<file path="src/rtl/dm_wb_cache_tracer.sv">
module dm_wb_cache_tracer #(
  parameter int ADDR_W      = 32,
  parameter int LINES       = 8,
  parameter int BLOCK_BYTES = 4,
  parameter int CNT_W       = 32,
  localparam int OFF_W = $clog2(BLOCK_BYTES),
  localparam int IDX_W = $clog2(LINES),
  localparam int TAG_W = ADDR_W - OFF_W - IDX_W
) (
  input  logic              clk,
  input  logic              rst,
  input  logic              req_valid,
  output logic              req_ready,
  input  logic [ADDR_W-1:0] req_addr,
  input  logic              req_write,
  output logic              evt_valid,
  output logic [2:0]        evt_kind,
  output logic [ADDR_W-1:0] evt_addr,
  output logic [IDX_W-1:0]  evt_index,
  output logic [TAG_W-1:0]  evt_tag,
  output logic [OFF_W-1:0]  evt_offset,
  output logic [CNT_W-1:0]  hit_count,
  output logic [CNT_W-1:0]  miss_count,
  output logic [CNT_W-1:0]  wb_count
);

  localparam logic [2:0] K_RD_HIT  = 3'd0;
  localparam logic [2:0] K_RD_MISS = 3'd1;
  localparam logic [2:0] K_WR_HIT  = 3'd2;
  localparam logic [2:0] K_WR_MISS = 3'd3;
  localparam logic [2:0] K_EVICT   = 3'd4;

  logic [TAG_W-1:0]  tags [LINES];
  logic [LINES-1:0]  vld, drt;
  logic              pend, p_write;
  logic [ADDR_W-1:0] p_addr;

  wire [IDX_W-1:0] r_idx  = req_addr[OFF_W +: IDX_W];
  wire [TAG_W-1:0] r_tag  = req_addr[ADDR_W-1 -: TAG_W];
  wire             accept = req_valid && !pend;
  wire             hit    = vld[r_idx] && (tags[r_idx] == r_tag);
  wire             evict  = !hit && vld[r_idx] && drt[r_idx];

  assign req_ready  = !pend;
  assign evt_offset = evt_addr[OFF_W-1:0];
  assign evt_index  = evt_addr[OFF_W +: IDX_W];
  assign evt_tag    = evt_addr[ADDR_W-1 -: TAG_W];

  always_ff @(posedge clk) begin
    if (accept && !hit) tags[r_idx] <= r_tag;
  end

  always_ff @(posedge clk) begin
    if (rst) begin
      vld        <= '0;
      drt        <= '0;
      pend       <= 1'b0;
      p_write    <= 1'b0;
      p_addr     <= '0;
      evt_valid  <= 1'b0;
      evt_kind   <= K_RD_HIT;
      evt_addr   <= '0;
      hit_count  <= '0;
      miss_count <= '0;
      wb_count   <= '0;
    end else begin
      evt_valid <= 1'b0;
      if (pend) begin
        evt_valid  <= 1'b1;
        evt_kind   <= p_write ? K_WR_MISS : K_RD_MISS;
        evt_addr   <= p_addr;
        miss_count <= miss_count + CNT_W'(1);
        pend       <= 1'b0;
      end else if (accept) begin
        evt_valid <= 1'b1;
        if (evict) begin
          evt_kind <= K_EVICT;
          evt_addr <= {tags[r_idx], r_idx, {OFF_W{1'b0}}};
          wb_count <= wb_count + CNT_W'(1);
          pend     <= 1'b1;
          p_addr   <= req_addr;
          p_write  <= req_write;
        end else begin
          evt_addr <= req_addr;
          if (hit) begin
            evt_kind  <= req_write ? K_WR_HIT : K_RD_HIT;
            hit_count <= hit_count + CNT_W'(1);
          end else begin
            evt_kind   <= req_write ? K_WR_MISS : K_RD_MISS;
            miss_count <= miss_count + CNT_W'(1);
          end
        end
        if (!hit) begin
          vld[r_idx] <= 1'b1;
          drt[r_idx] <= req_write;
        end else if (req_write) begin
          drt[r_idx] <= 1'b1;
        end
      end
    end
  end

  a_r8_reset_clears: assert property (@(posedge clk)
    rst |=> (!evt_valid && req_ready && hit_count == '0 && miss_count == '0 && wb_count == '0));

  a_r3_kind_range: assert property (@(posedge clk) disable iff (rst)
    evt_valid |-> (evt_kind <= K_EVICT));

  a_r5_stall_on_evict: assert property (@(posedge clk) disable iff (rst)
    (evt_valid && evt_kind == K_EVICT) |-> !req_ready);

  a_r5_miss_follows: assert property (@(posedge clk) disable iff (rst)
    (evt_valid && evt_kind == K_EVICT) |=>
      (evt_valid && (evt_kind == K_RD_MISS || evt_kind == K_WR_MISS) &&
       evt_index == $past(evt_index) && evt_tag != $past(evt_tag)));

  a_r5_evict_zero_offset: assert property (@(posedge clk) disable iff (rst)
    (evt_valid && evt_kind == K_EVICT) |-> (evt_offset == '0));

  a_r7_hit_count_step: assert property (@(posedge clk) disable iff (rst)
    (evt_valid && (evt_kind == K_RD_HIT || evt_kind == K_WR_HIT)) |->
      (hit_count == $past(hit_count) + CNT_W'(1)));

  a_r7_idle_counts_hold: assert property (@(posedge clk) disable iff (rst)
    (!evt_valid && !$past(rst)) |->
      ($stable(hit_count) && $stable(miss_count) && $stable(wb_count)));

endmodule

</file>
<file path="config.mk">
export PLATFORM = sky130hd
export DESIGN_NAME = dm_wb_cache_tracer
export DESIGN_NICKNAME = d
export VERILOG_FILES = /design/src/rtl/dm_wb_cache_tracer.sv
export SDC_FILE = /design/constraint.sdc
export NUM_CORES = 1
export LEC_CHECK = 0
export BUFFER_PORTS_ARGS = -buffer_cell sky130_fd_sc_hd__buf_2
export CORE_MARGIN = 4
export CORE_UTILIZATION = 52
export CTS_BUF_LIST = sky130_fd_sc_hd__clkbuf_8
export CTS_CLUSTER_DIAMETER = 60
export DETAILED_ROUTE_END_ITERATION = 7
export GPL_ROUTABILITY_DRIVEN = 0
export GPL_TIMING_DRIVEN = 0
export HOLD_SLACK_MARGIN = 0.05
export PLACE_DENSITY = 0.75
export SYNTH_ARGS = -nofsm -noshare
export SYNTH_HDL_FRONTEND = slang
export SYNTH_SLANG_ARGS = --single-unit
</file>
<file path="constraint.sdc">
create_clock -name clk -period 6.1 [get_ports clk]
set_clock_uncertainty 0.05 [all_clocks]
set_input_delay 0.915 -clock clk [delete_from_list [all_inputs] [get_ports clk]]
set_output_delay 0.915 -clock clk [all_outputs]
set_load 0.005 [all_outputs]
</file>
# After elaboration in Yosys (flattened, before gate mapping)
# Memories as Yosys holds them, arrays and structs flattened.
# Cells that the tools add are included.
# totals
out_inout_bits	165
n_memories	1
ramBits	216
regBits	182
# op_classes
order_cmp	2
addsub	3
eq_ne	4
reduce_logical	15
n_bitwise	6
muxes	28
# memory_table
memory	words	word_bits	rd	rd_clocked_by_memory_dff	write_ports	line_no	text
tags	8	27	1	0	1	33	logic [TAG_W-1:0] tags [LINES];
# op_table
cell	count
$mux W32	7
$add A32 B1 Y32 const B	3
$eq A27 B27 Y1	1
$mux W8	2
$or A8 B8 Y8	2
$reduce_and A3 Y1	4
$mux W3	3
$bwmux W8	1
$mux W1	8
$mux W2	4
$bmux W1 S3	2
$logic_and A1 B1 Y1	6
$ne A2 B2 Y1 const B	3
$lt A3 B4 Y1 const B	1
$not A1 Y1	4
$reduce_and A4 Y1	1
$demux W1 S3	1
$ge A3 B1 Y1 const B	1
$reduce_or A3 Y1	1
$logic_not A1 Y1	2
$reduce_bool A2 Y1	1

# Logic depth before layout (Yosys ltp)
# Gate-level depths: netlist (run 1).
# logic_depth
depth_word	9
ltp_mapped	15

# Worst setup path after synthesis (run 1)
# Ideal clock, no wire load.
# synth_path
path_kind	input to register
start	input req_addr[4]
end	register drt[1]
path_slack_ps	-74
setup_time_ps	268
t_required_ps	5782
t_arrival_ps	5856
cell_stages	12
cell_sequence	buf_2 buf_2 buf_2 mux4_2 mux2_2 xnor2_1 nand4_1 or4_1 buf_2 nor2_1 nor4_1 o21ai_0
# synth_via
elab_chain_cells	7
# synth_lines
element	line_no	text
from (decl)	14	input logic [ADDR_W-1:0] req_addr,
$lt A3 B4 Y1 (implied by the code) / $ge A3 B1 Y1 (equally long branches)	95, 97	
$logic_and A1 B1 Y1 (implied by the code)	95, 97	
$mux W1 (implied by the code)	95, 97	
$demux W1 S3	95, 97	
$or A8 B8 Y8 (no source line)	-	
$mux W8	96	end else if (req_write) begin
$mux W8	93	if (!hit) begin
to (signal, indexed assignment)	95	drt[r_idx] <= req_write;
to (decl)	34	logic [LINES-1:0] vld, drt;
# Several ways; a longest one is shown, not always the timed one. The select of a mux whose other input is x is not followed.
# A chain may end at the register's enable or synchronous reset.

# Final worst setup path (run 1)
# layout_path
start	input req_addr[3]
end	register p_addr[8]
# layout_via
elab_chain_cells	7
# layout_lines
element	line_no	text
$mem_v2 Z8 W27 / $bmux W1 S3 (equally long branches)	-	
$eq A27 B27 Y1 / $mux W1 (equally long branches)	41, 42	
$logic_and A1 B1 Y1	41	wire hit = vld[r_idx] && (tags[r_idx] == r_tag);
$logic_not A1 Y1	-	
$logic_and A1 B1 Y1	42	wire evict = !hit && vld[r_idx] && drt[r_idx];
$logic_and A1 B1 Y1 (*)	42	
$reduce_and A3 Y1 (no source line) (*)	-	
to (signal assigned)	81	p_addr <= req_addr;
to (decl)	36	logic [ADDR_W-1:0] p_addr;
# Every way passes the cells marked *; elsewhere a longest branch is shown, timed or not. The select of a mux whose other input is x is not followed.

==> results of run 1 <==
-- routing by layer --
metal / wire (um) / track usage [%] / share of wire [%] / vias to the layer above
li1: - / - / - / 6215
met2: 24200 / 44.0 / 48 / 710
met1: 20000 / 35.6 / 39 / 6734
met5: 12 / 0 / 0.024 / -
met3: 4670 / 5.92 / 9.2 / 152
met4: 2070 / 11.8 / 4.1 / 2
-- state kept, by name, summed over array words and instances (netlist names) --
name and flops:
drt 8, evt_addr 32, evt_kind 3, evt_valid 1, hit_count 32, miss_count 32
p_addr 32, p_write 1, pend 1, tags 216, vld 8, wb_count 32
-- kinds of logic after synthesis --
group                    Yosys count  synth area share [%]
AO/OA/AOI/OAI                    275                  9.88
AND/OR/NAND/NOR                  517                  15.4
buffers and inverters            165                  4.73
adder cells (fa/ha/maj)            3                 0.215
XOR/XNOR                          25                  1.25
multiplexers                     130                  10.5
flip-flops                       398                  58.0
-- critical path, stage by stage --
cell and delay [ps]:
buf_2 90, buf_4 210, buf_2 380, buf_2 360, mux2i_1 310, xnor2_1 200, a2111oi_0 890, nand4_1 350
nor4_4 910, nor3_1 330, buf_2 310, clkbuf_1 360, nand2_1 160, a21oi_1 80
-- Yosys cell counts, types with 4 or more instances --
cell type	instances
a211oi_1	7
a21oi_1	121
a22o_1	11
a22oi_1	7
a311oi_1	4
a31oi_1	7
a41o_1	4
and2_1	7
and3_1	12
and4_1	10
buf_1	5
buf_2	24
buf_4	35
buf_6	6
clkbuf_1	62
dfxtp_1	182
edfxtp_1	216
inv_1	33
mux2_2	34
mux2i_1	57
mux4_2	38
nand2_1	120
nand2b_1	10
nand3_1	44
nand4_1	30
nor2_1	96
nor2b_1	40
nor3_1	38
nor4_1	23
o21a_1	10
o21ai_0	32
o21ai_1	9
o21bai_1	7
o2bb2ai_1	6
o31ai_1	28
o41ai_1	4
or3_1	44
or4_1	31
xnor2_1	19
xor2_1	6
-- through the flow --
stage | setup WS, ps | utilization (%)
global route | 299 | 62.1
global placement | -1530 | 57.9
detailed placement | 236 | 58.3
CTS | 825 | 62.1
finish | 588 | 62.1
floorplan | 1200 | -
-- power groups by stage --
stage	clock network, mW	registers [mW]	logic, mW
detailed placement	0	2.97	0.432
global route	2.36	2.92	0.471
finish	2.21	2.92	0.439
floorplan	0	2.96	0.254
CTS	2.24	2.92	0.435
global placement	0	2.97	0.417
-- layout by cell type (no fill, tap or decap), drive strengths merged, types with 4 or more instances in the layout --
master    instances
clkinvlp          4
clkbuf          135
o21bai            7
dfxtp           182
nor2             97
xnor2            19
mux4             38
nor2b            40
inv              65
o21a             10
or3              44
a22o             11
o2bb2ai           6
a41o              4
nand2b           10
mux2             35
and3             12
a311oi            4
a211oi            7
a21oi           121
nor3             38
nand4            30
nand3            46
o21ai            41
o31ai            28
nand2           120
and4             10
or4              31
a31oi             8
nor4             24
buf             272
and2              7
edfxtp          216
xor2              6
clkinv           10
o41ai             4
a22oi             7
mux2i            57
-- path summary, 6_finish.rpt --
kind                                               end  depth (start not counted)  slack (ps)
worst max-delay path            p_addr[8]$_SDFFE_PP0P_                         14         590
worst min-delay path               vld[5]$_SDFFE_PP0P_                          2         400
worst max register to register  p_addr[8]$_SDFFE_PP0P_                         11        1200
worst min register to register     vld[5]$_SDFFE_PP0P_                          2         400
-- final cells by class --
type	instances	area [um2]	area share (%)
repair buffers	202	1080	5.30
flip-flops and latches	398	10100	49.8
diodes	1	2.50	0.0123
clock buffers	73	1000	4.94
multi-input cells	950	6530	32.1
clock inverters	47	235	1.16
well taps	442	553	2.72
plain buffers	132	702	3.45
inverters	33	124	0.608
==> results.ini, run 1 <==
[cts]
cts_root_buffer = clkbuf_8
clk_latency_ps = 600
path_clk_slew_ps = 60
htree_levels = 3
clock-sinks = 398
cts_buffer_depth = 3
cts_resized = 0
cts_setup_buffers = 0
cts_tree = done
numCtsBuffers = 66
cts_hold_buf = 0

[global_route]
grt_max_degree = 28
grt_pass1_vias = 13227
grtUsageTotal_pct = 27.2
grt-ovfl-total = 0
grt_pass1_wl_um = 76700
antenna_found_initial = 2

[finish]
final-instance-count-excl-fill = 2278
drive_gt1_share_pct = 24.5
areaGrowthSynthToFinish_pct = 16.6
fill_cells = 2615
fin_nets = 1822
design_area_mm2 = 0.0204

[synthesis]
synthFlopType = edfxtp_1
synth_seq_area_share_pct = 58.0
yosysTopAreaCell = edfxtp_1
synth-async-reset-ratio_pct = 0
ys_ff_latch = 398
syn_nets = 1552
synthCells = 1513
ys_types = 60
synth_area_leaders = edfxtp_1 (37%), dfxtp_1 (21%), mux4_2 (4.9%), a21oi_1 (3.5%), mux2i_1 (3.3%)
synth_top_cell_area_share_pct = 37.2
yosys_warnings = 0
avgSynthCellArea_um2 = 11.5
synth_area_mm2 = 0.0175
synth_edf_count = 216

[drt]
vias_per_cell = 6.06
drc = 1
first_pass_iters = 8
drt_iter0_markers = 1270
drt-total-wl_um = 50900
postRouteAntennaNets = 0
wire_per_inst_um = 22.3
vias = 13813

[die]
start_util_pct = 53.2
die_w_um = 191
core-area_mm2 = 0.0328
fp-row-count = 66
die_h_um = 191
io-pin-count = 201
die_area_mm2 = 0.0366

[placement]
io_buffers = 197
hpwl_um = 34500
placed_cells = 2157
place_area_mm2 = 0.0191

[sta]
holdWs_ps = 398
relSlewSlack_pct = 27.8
period_minus_slack_ps = 5510
clock.fmax_mhz = 181
rsz0062_at_grt = no
report.final.setup_viol = 0
setup_tns_ps = 0
tightest_slew_ps = 1070
timing.final.crit_share_pct = 90.4
hold_viol = 0
slew_violations = 0

[pwr]
p_seq_share_pct = 52.4
sw_frac_of_total_pct = 24.6
net-switching-power_mw = 1.37
leakage_nw = 7.64
vdd_ir_drop_max_uv = 152
power_frac_comb_pct = 7.9
power_density_mw_per_mm2 = 273
clkPwrFrac_pct = 39.7
finalPower_mw = 5.57
intPower_mw = 4.20

[critical_path]
crit_fanout = 10
reg2reg_from = tags[5][26]$_DFFE_PP_
critPathRequiredTime_ps = 6470
critPathLaunchType = input pin
critPathCaptureType = flop
cp.arrival_ps = 5880
crit_start = req_addr[3]
critPathKind = input pin to flop

[hold_path]
hold_class = flop to flop
hold_start = vld[5]$_SDFFE_PP0P_

[outcome]
violations = DRC
status = finished, violations left

[job]
cap_violations = 0

No activity file was read; power rests on OpenSTA's default activity.
==> run 2: changes to the inputs <==
- CTS_BUF_LIST: sky130_fd_sc_hd__clkbuf_8 -> sky130_fd_sc_hd__clkbuf_4
- MAX_ROUTING_LAYER: not set -> met4
==> run 2 against run 1 <==
Core utilization grew 0.17 points. Global-route usage up 1.1 points. Final cell count rose by 3.1%. Via count rose by 1.7%. Sequential share of layout area fell by 0.13 points. Critical endpoint is now p_addr[7]$_SDFFE_PP0P_. The flow now finishes without violations. Fmax increased by 3.7%. Largest cell class unchanged. Setup slack improved by 200 ps.
==> results.ini, run 2 (synthesis gave the netlist of run 1 again) <==
[die]
start_util_pct = 53.2  ; unchanged
fp-row-count = 66  ; unchanged
die_area_mm2 = 0.0366  ; unchanged
core-area_mm2 = 0.0328  ; unchanged
die_h_um = 191  ; unchanged
io-pin-count = 201  ; unchanged
die_w_um = 191  ; unchanged

[finish]
fill_cells = 2631  ; was 2615
drive_gt1_share_pct = 27.1  ; was 24.5%
areaGrowthSynthToFinish_pct = 17.0  ; was 16.6%
mostFrequentLayoutCell = buf_2  ; unchanged
top_register = tags  ; unchanged
largest_reg_flops = 216  ; unchanged
fin_nets = 1856  ; was 1822
layout_common_cells = buf_2 (221), edfxtp_1 (216), dfxtp_1 (182)  ; unchanged

[sta]
holdWs_ps = 373  ; was 398 ps
relSlewSlack_pct = 27.2  ; was 27.8%
setup_tns_ps = 0  ; unchanged
timing.final.crit_share_pct = 87.2  ; was 90.4%
rsz0062_at_grt = no  ; unchanged
hold_viol = 0  ; unchanged
period_minus_slack_ps = 5320  ; was 5510 ps
clock.fmax_mhz = 188  ; was 181 MHz
slew_violations = 0  ; unchanged
report.final.setup_viol = 0  ; unchanged
tightest_slew_ps = 1080  ; was 1070 ps

[pwr]
vdd_ir_drop_max_uv = 142  ; was 152 uV
leakage_nw = 7.65  ; was 7.64 nW
power_density_mw_per_mm2 = 273  ; about the same

[cts]
cts_tree = done  ; unchanged
clk_latency_ps = 800  ; was 600 ps
clock-sinks = 398  ; unchanged
numCtsBuffers = 100  ; was 66
htree_levels = 3  ; unchanged
cts_buffer_depth = 3  ; unchanged
cts_setup_buffers = 0  ; unchanged
cts_root_buffer = clkbuf_4  ; was clkbuf_8
path_clk_slew_ps = 60  ; about the same
cts_hold_buf = 0  ; unchanged
cts_resized = 0  ; unchanged

[global_route]
antenna_found_initial = 6  ; was 2
grt_pass1_wl_um = 77600  ; was 76700 um
grt-ovfl-total = 0  ; unchanged
grtUsageTotal_pct = 28.3  ; was 27.2%
grt_max_degree = 28  ; unchanged
grt_pass1_vias = 13650  ; was 13227

[placement]
io_buffers = 197  ; unchanged
hpwl_um = 34500  ; unchanged

[drt]
wire_per_inst_um = 21.9  ; was 22.3 um
postRouteAntennaNets = 0  ; unchanged
first_pass_iters = 7  ; was 8
vias_per_cell = 5.98  ; was 6.06
vias = 14053  ; was 13813
drt_iter0_markers = 1674  ; was 1270
drt-total-wl_um = 51400  ; was 50900 um
drc = 0  ; was 1

[job]
cap_violations = 0  ; unchanged

[critical_path]
critPathLaunchType = input pin  ; unchanged
critPathRequiredTime_ps = 6630  ; was 6470 ps
crit_fanout = 10  ; unchanged
critPathKind = input pin to flop  ; unchanged
cp.arrival_ps = 5840  ; was 5880 ps
reg2reg_slack_ps = 1200  ; about the same
critPathCaptureType = flop  ; unchanged

[outcome]
status = finished clean  ; was finished, violations left

[hold_path]
hold_class = input pin to flop  ; was flop to flop

==> run 2: cell count changes in the layout (fill, tap and decap cells not counted) <==
cell        previous run  this run
inv_1                 58        28
clkbuf_4               0       141
clkbuf_8              73         0
inv_6                  2         0
inv_2                  5         6
clkinvlp_4             4         1
clkinv_4               0         4
clkinv_2               6         4
clkinv_1               4        34
diode_2                1         6
==> run 2: final cells by class <==
cell class	count	area (um2)	area share, %
Clock buffer	141	1060	5.19
Antenna cell	6	15.0	0.0736
Inverter	33	124	0.607
Sequential cell	398	10100	49.6
Timing Repair Buffer	202	1080	5.28
Clock inverter	45	224	1.10
Tap cell	442	553	2.71
Multi-Input combinational cell	950	6530	32.0
Buffer	132	702	3.44
==> run 2: layer usage <==
metal / vias up / wire (um) / global-route usage [%] / part of all wire [%]
met5: - / 0 / - / 0
met4: 0 / 2050 / 12.7 / 4.0
met3: 163 / 5040 / 6.25 / 9.8
met2: 761 / 24500 / 44.2 / 48
met1: 6799 / 19800 / 35.8 / 39
li1: 6330 / - / - / -
==> run 2: path summary, 6_finish.rpt <==
path                         startpoint  cells past startpoint                     end
setup / recovery            req_addr[3]                     14  p_addr[7]$_SDFFE_PP0P_
hold / removal              req_addr[1]                      3  p_addr[1]$_SDFFE_PP0P_
setup reg to reg  tags[5][26]$_DFFE_PP_                     11  p_addr[7]$_SDFFE_PP0P_
hold reg to reg     vld[5]$_SDFFE_PP0P_                      2     vld[5]$_SDFFE_PP0P_
==> run 2: worst max-delay path, cell delays in order <==
cell and delay [ps]:
buf_2 90, buf_4 210, buf_2 390, buf_2 360, mux2i_1 310, xnor2_1 180
a2111oi_0 860, nand4_1 350, nor4_4 920, nor3_1 340, buf_2 300, clkbuf_1 360
nand2_1 170, a21oi_1 70
==> run 2: power by group <==
| part | leakage, nW | internal [mW] | switching, mW | total [mW] |
|---|---|---|---|---|
| combinational | 3.46 | 0.169 | 0.271 | 0.440 |
| sequential | 3.44 | 2.88 | 0.0357 | 2.91 |
| clock | 0.753 | 1.12 | 1.11 | 2.23 |
| total | 7.65 | 4.17 | 1.41 | 5.58 |
==> run 2: metrics by stage <==
stage / setup WS, ps / instances / utilization, % / power (mW) / cell area [um2]
CTS: 1000 / 2343 / 62.2 / 5.61 / 20400
global placement: -1530 / 2152 / 57.9 / 3.39 / 19000
floorplan: 1200 / 1513 / - / 3.21 / 17500
finish: 783 / 2349 / 62.3 / 5.58 / 20400
global route: 482 / 2349 / 62.3 / 5.80 / 20400
detailed placement: 236 / 2157 / 58.3 / 3.40 / 19100
==> run 3: changes to the inputs <==
- REMOVE_ABC_BUFFERS: not set -> 1
- SLEW_MARGIN: not set -> 0
==> run 3 against run 2 <==
Sequential cell count unchanged. Critical path type unchanged. Sequential power barely moved. Total power shrank 1.9%. Via count is 7.0% lower. Register-to-register slack about the same. Global-route usage fell by 4.2 points. Sequential share of layout area rose by 1.1 points. Critical endpoint is now wb_count[31]$_SDFFE_PP0P_. Fmax decreased by 7.3%. Critical path depth shrank 4.
==> results.ini, run 3 (synthesis gave the netlist of run 1 again) <==
[critical_path]
reg2reg_from = tags[1][26]$_DFFE_PP_  ; was tags[5][26]$_DFFE_PP_
crit_fanout = 49  ; was 10
crit_start = req_addr[2]  ; was req_addr[3]
critPathLaunchType = input pin  ; unchanged
critPathKind = input pin to flop  ; unchanged
cp.arrival_ps = 6270  ; was 5840 ps
critPathRequiredTime_ps = 6630  ; about the same
critPathCaptureType = flop  ; unchanged

[cts]
cts_tree = done  ; unchanged
cts_root_buffer = clkbuf_4  ; unchanged
cts_buffer_depth = 3  ; unchanged
htree_levels = 3  ; unchanged
cts_hold_buf = 0  ; unchanged
clk_latency_ps = 750  ; was 800 ps
path_clk_slew_ps = 70  ; was 60 ps
clock-sinks = 398  ; unchanged
numCtsBuffers = 100  ; unchanged

[die]
start_util_pct = 53.2  ; unchanged
die_w_um = 191  ; unchanged
core-area_mm2 = 0.0328  ; unchanged
fp-row-count = 66  ; unchanged
die_h_um = 191  ; unchanged
io-pin-count = 201  ; unchanged
die_area_mm2 = 0.0366  ; unchanged

[sta]
clock.fmax_mhz = 174  ; was 188 MHz
timing.final.crit_share_pct = 94.0  ; was 87.2%
setup_tns_ps = 0  ; unchanged
period_minus_slack_ps = 5740  ; was 5320 ps
slew_violations = 0  ; unchanged
hold_viol = 0  ; unchanged
relSlewSlack_pct = 9.33  ; was 27.2%
rsz0062_at_grt = no  ; unchanged
tightest_slew_ps = 1360  ; was 1080 ps
report.final.setup_viol = 0  ; unchanged

[global_route]
grtUsageTotal_pct = 24.1  ; was 28.3%
grt_pass1_wl_um = 68300  ; was 77600 um
grt_max_degree = 151  ; was 28
grt_pass1_vias = 12828  ; was 13650
grt-ovfl-total = 0  ; unchanged
antenna_found_initial = 3  ; was 6

[placement]
hpwl_um = 26800  ; was 34500 um
place_area_mm2 = 0.0187  ; was 0.0191 mm2
io_buffers = 200  ; was 197
placed_cells = 2042  ; was 2157

[job]
cap_violations = 0  ; unchanged

[finish]
regArea_mm2 = 0.0101  ; about the same
fill_cells = 2665  ; was 2631
drive_gt1_share_pct = 26.8  ; was 27.1%
top_register = tags  ; unchanged
design_area_mm2 = 0.0200  ; was 0.0204 mm2
areaGrowthSynthToFinish_pct = 14.4  ; was 17.0%
mostFrequentLayoutCell = edfxtp_1  ; was buf_2
largest_reg_flops = 216  ; unchanged
final-instance-count-excl-fill = 2227  ; was 2349
final_util_pct = 60.9  ; was 62.3%
multi_input_area_mm2 = 0.00655  ; was 0.00653 mm2
layout_common_cells = edfxtp_1 (216), buf_2 (196), dfxtp_1 (181)  ; was buf_2 (221), edfxtp_1 (216), dfxtp_1 (182)
fin_nets = 1742  ; was 1856

[hold_path]
hold_class = input pin to flop  ; unchanged
hold_start = req_addr[1]  ; unchanged

[drt]
vias_per_cell = 5.87  ; was 5.98
drc = 0  ; unchanged
vias = 13067  ; was 14053
wire_per_inst_um = 19.6  ; was 21.9 um
postRouteAntennaNets = 0  ; unchanged
first_pass_iters = 5  ; was 7
drt-total-wl_um = 43700  ; was 51400 um
drt_iter0_markers = 966  ; was 1674

[pwr]
leakage_nw = 7.42  ; was 7.65 nW
power_density_mw_per_mm2 = 274  ; was 273 mW/mm2
vdd_ir_drop_max_uv = 160  ; was 142 uV
finalPower_mw = 5.47  ; was 5.58 mW

[outcome]
status = finished clean  ; unchanged

-- run 3: final cells by class --
class	count	area share, %
Multi-Input combinational cell	951	32.8
Timing Repair Buffer	219	6.72
Clock inverter	35	0.833
Clock buffer	146	5.49
Inverter	33	0.620
Antenna cell	3	0.0376
Sequential cell	398	50.7
Tap cell	442	2.77
-- run 3: final timing paths --
| check | slack [ps] | to | depth (start not counted) |
|---|---|---|---|
| setup / recovery | 360 | wb_count[31]$_SDFFE_PP0P_ | 10 |
| setup reg to reg | 1190 | wb_count[31]$_SDFFE_PP0P_ | 9 |
| hold / removal | 370 | p_addr[1]$_SDFFE_PP0P_ | 3 |
| hold reg to reg | 400 | vld[0]$_SDFFE_PP0P_ | 2 |
-- run 3: power by group --
group / total [mW] / internal, mW / switching, mW
Sequential: 2.91 / 2.88 / 0.0273
Combinational: 0.380 / 0.146 / 0.234
Clock: 2.19 / 1.11 / 1.08
-- run 3: metrics by stage --
step	setup WS, ps	hold slack [ps]
2_1_floorplan	381	366
3_3_place_gp	-5030	382
3_5_place_dp	-817	393
4_1_cts	23.3	300
5_1_grt	152	326
6_report	363	372
-- run 3: critical path: stages --
cell       delay [ps]
buf_4             600
nor2b_1           870
a22o_1            280
o21ai_0            80
a2111oi_0         720
nand4_1           270
or4_1             940
nand3_2          1020
nor4_1            180
mux2_2            330
-- run 3: routing by layer --
metal,global-route usage (%),part of all wire (%),vias to the layer above,routed length (um)
li1,-,-,6083,-
met5,-,0,-,0
met3,4.84,6.8,94,2980
met2,38.7,48,495,20900
met4,9.12,3.0,0,1330
met1,30.7,42,6395,18400
-- run 3: what timing repair did --
item	CTS	global route
buffers inserted	0	0
gates resized for setup	0	0
setup endpoints to repair	1	0
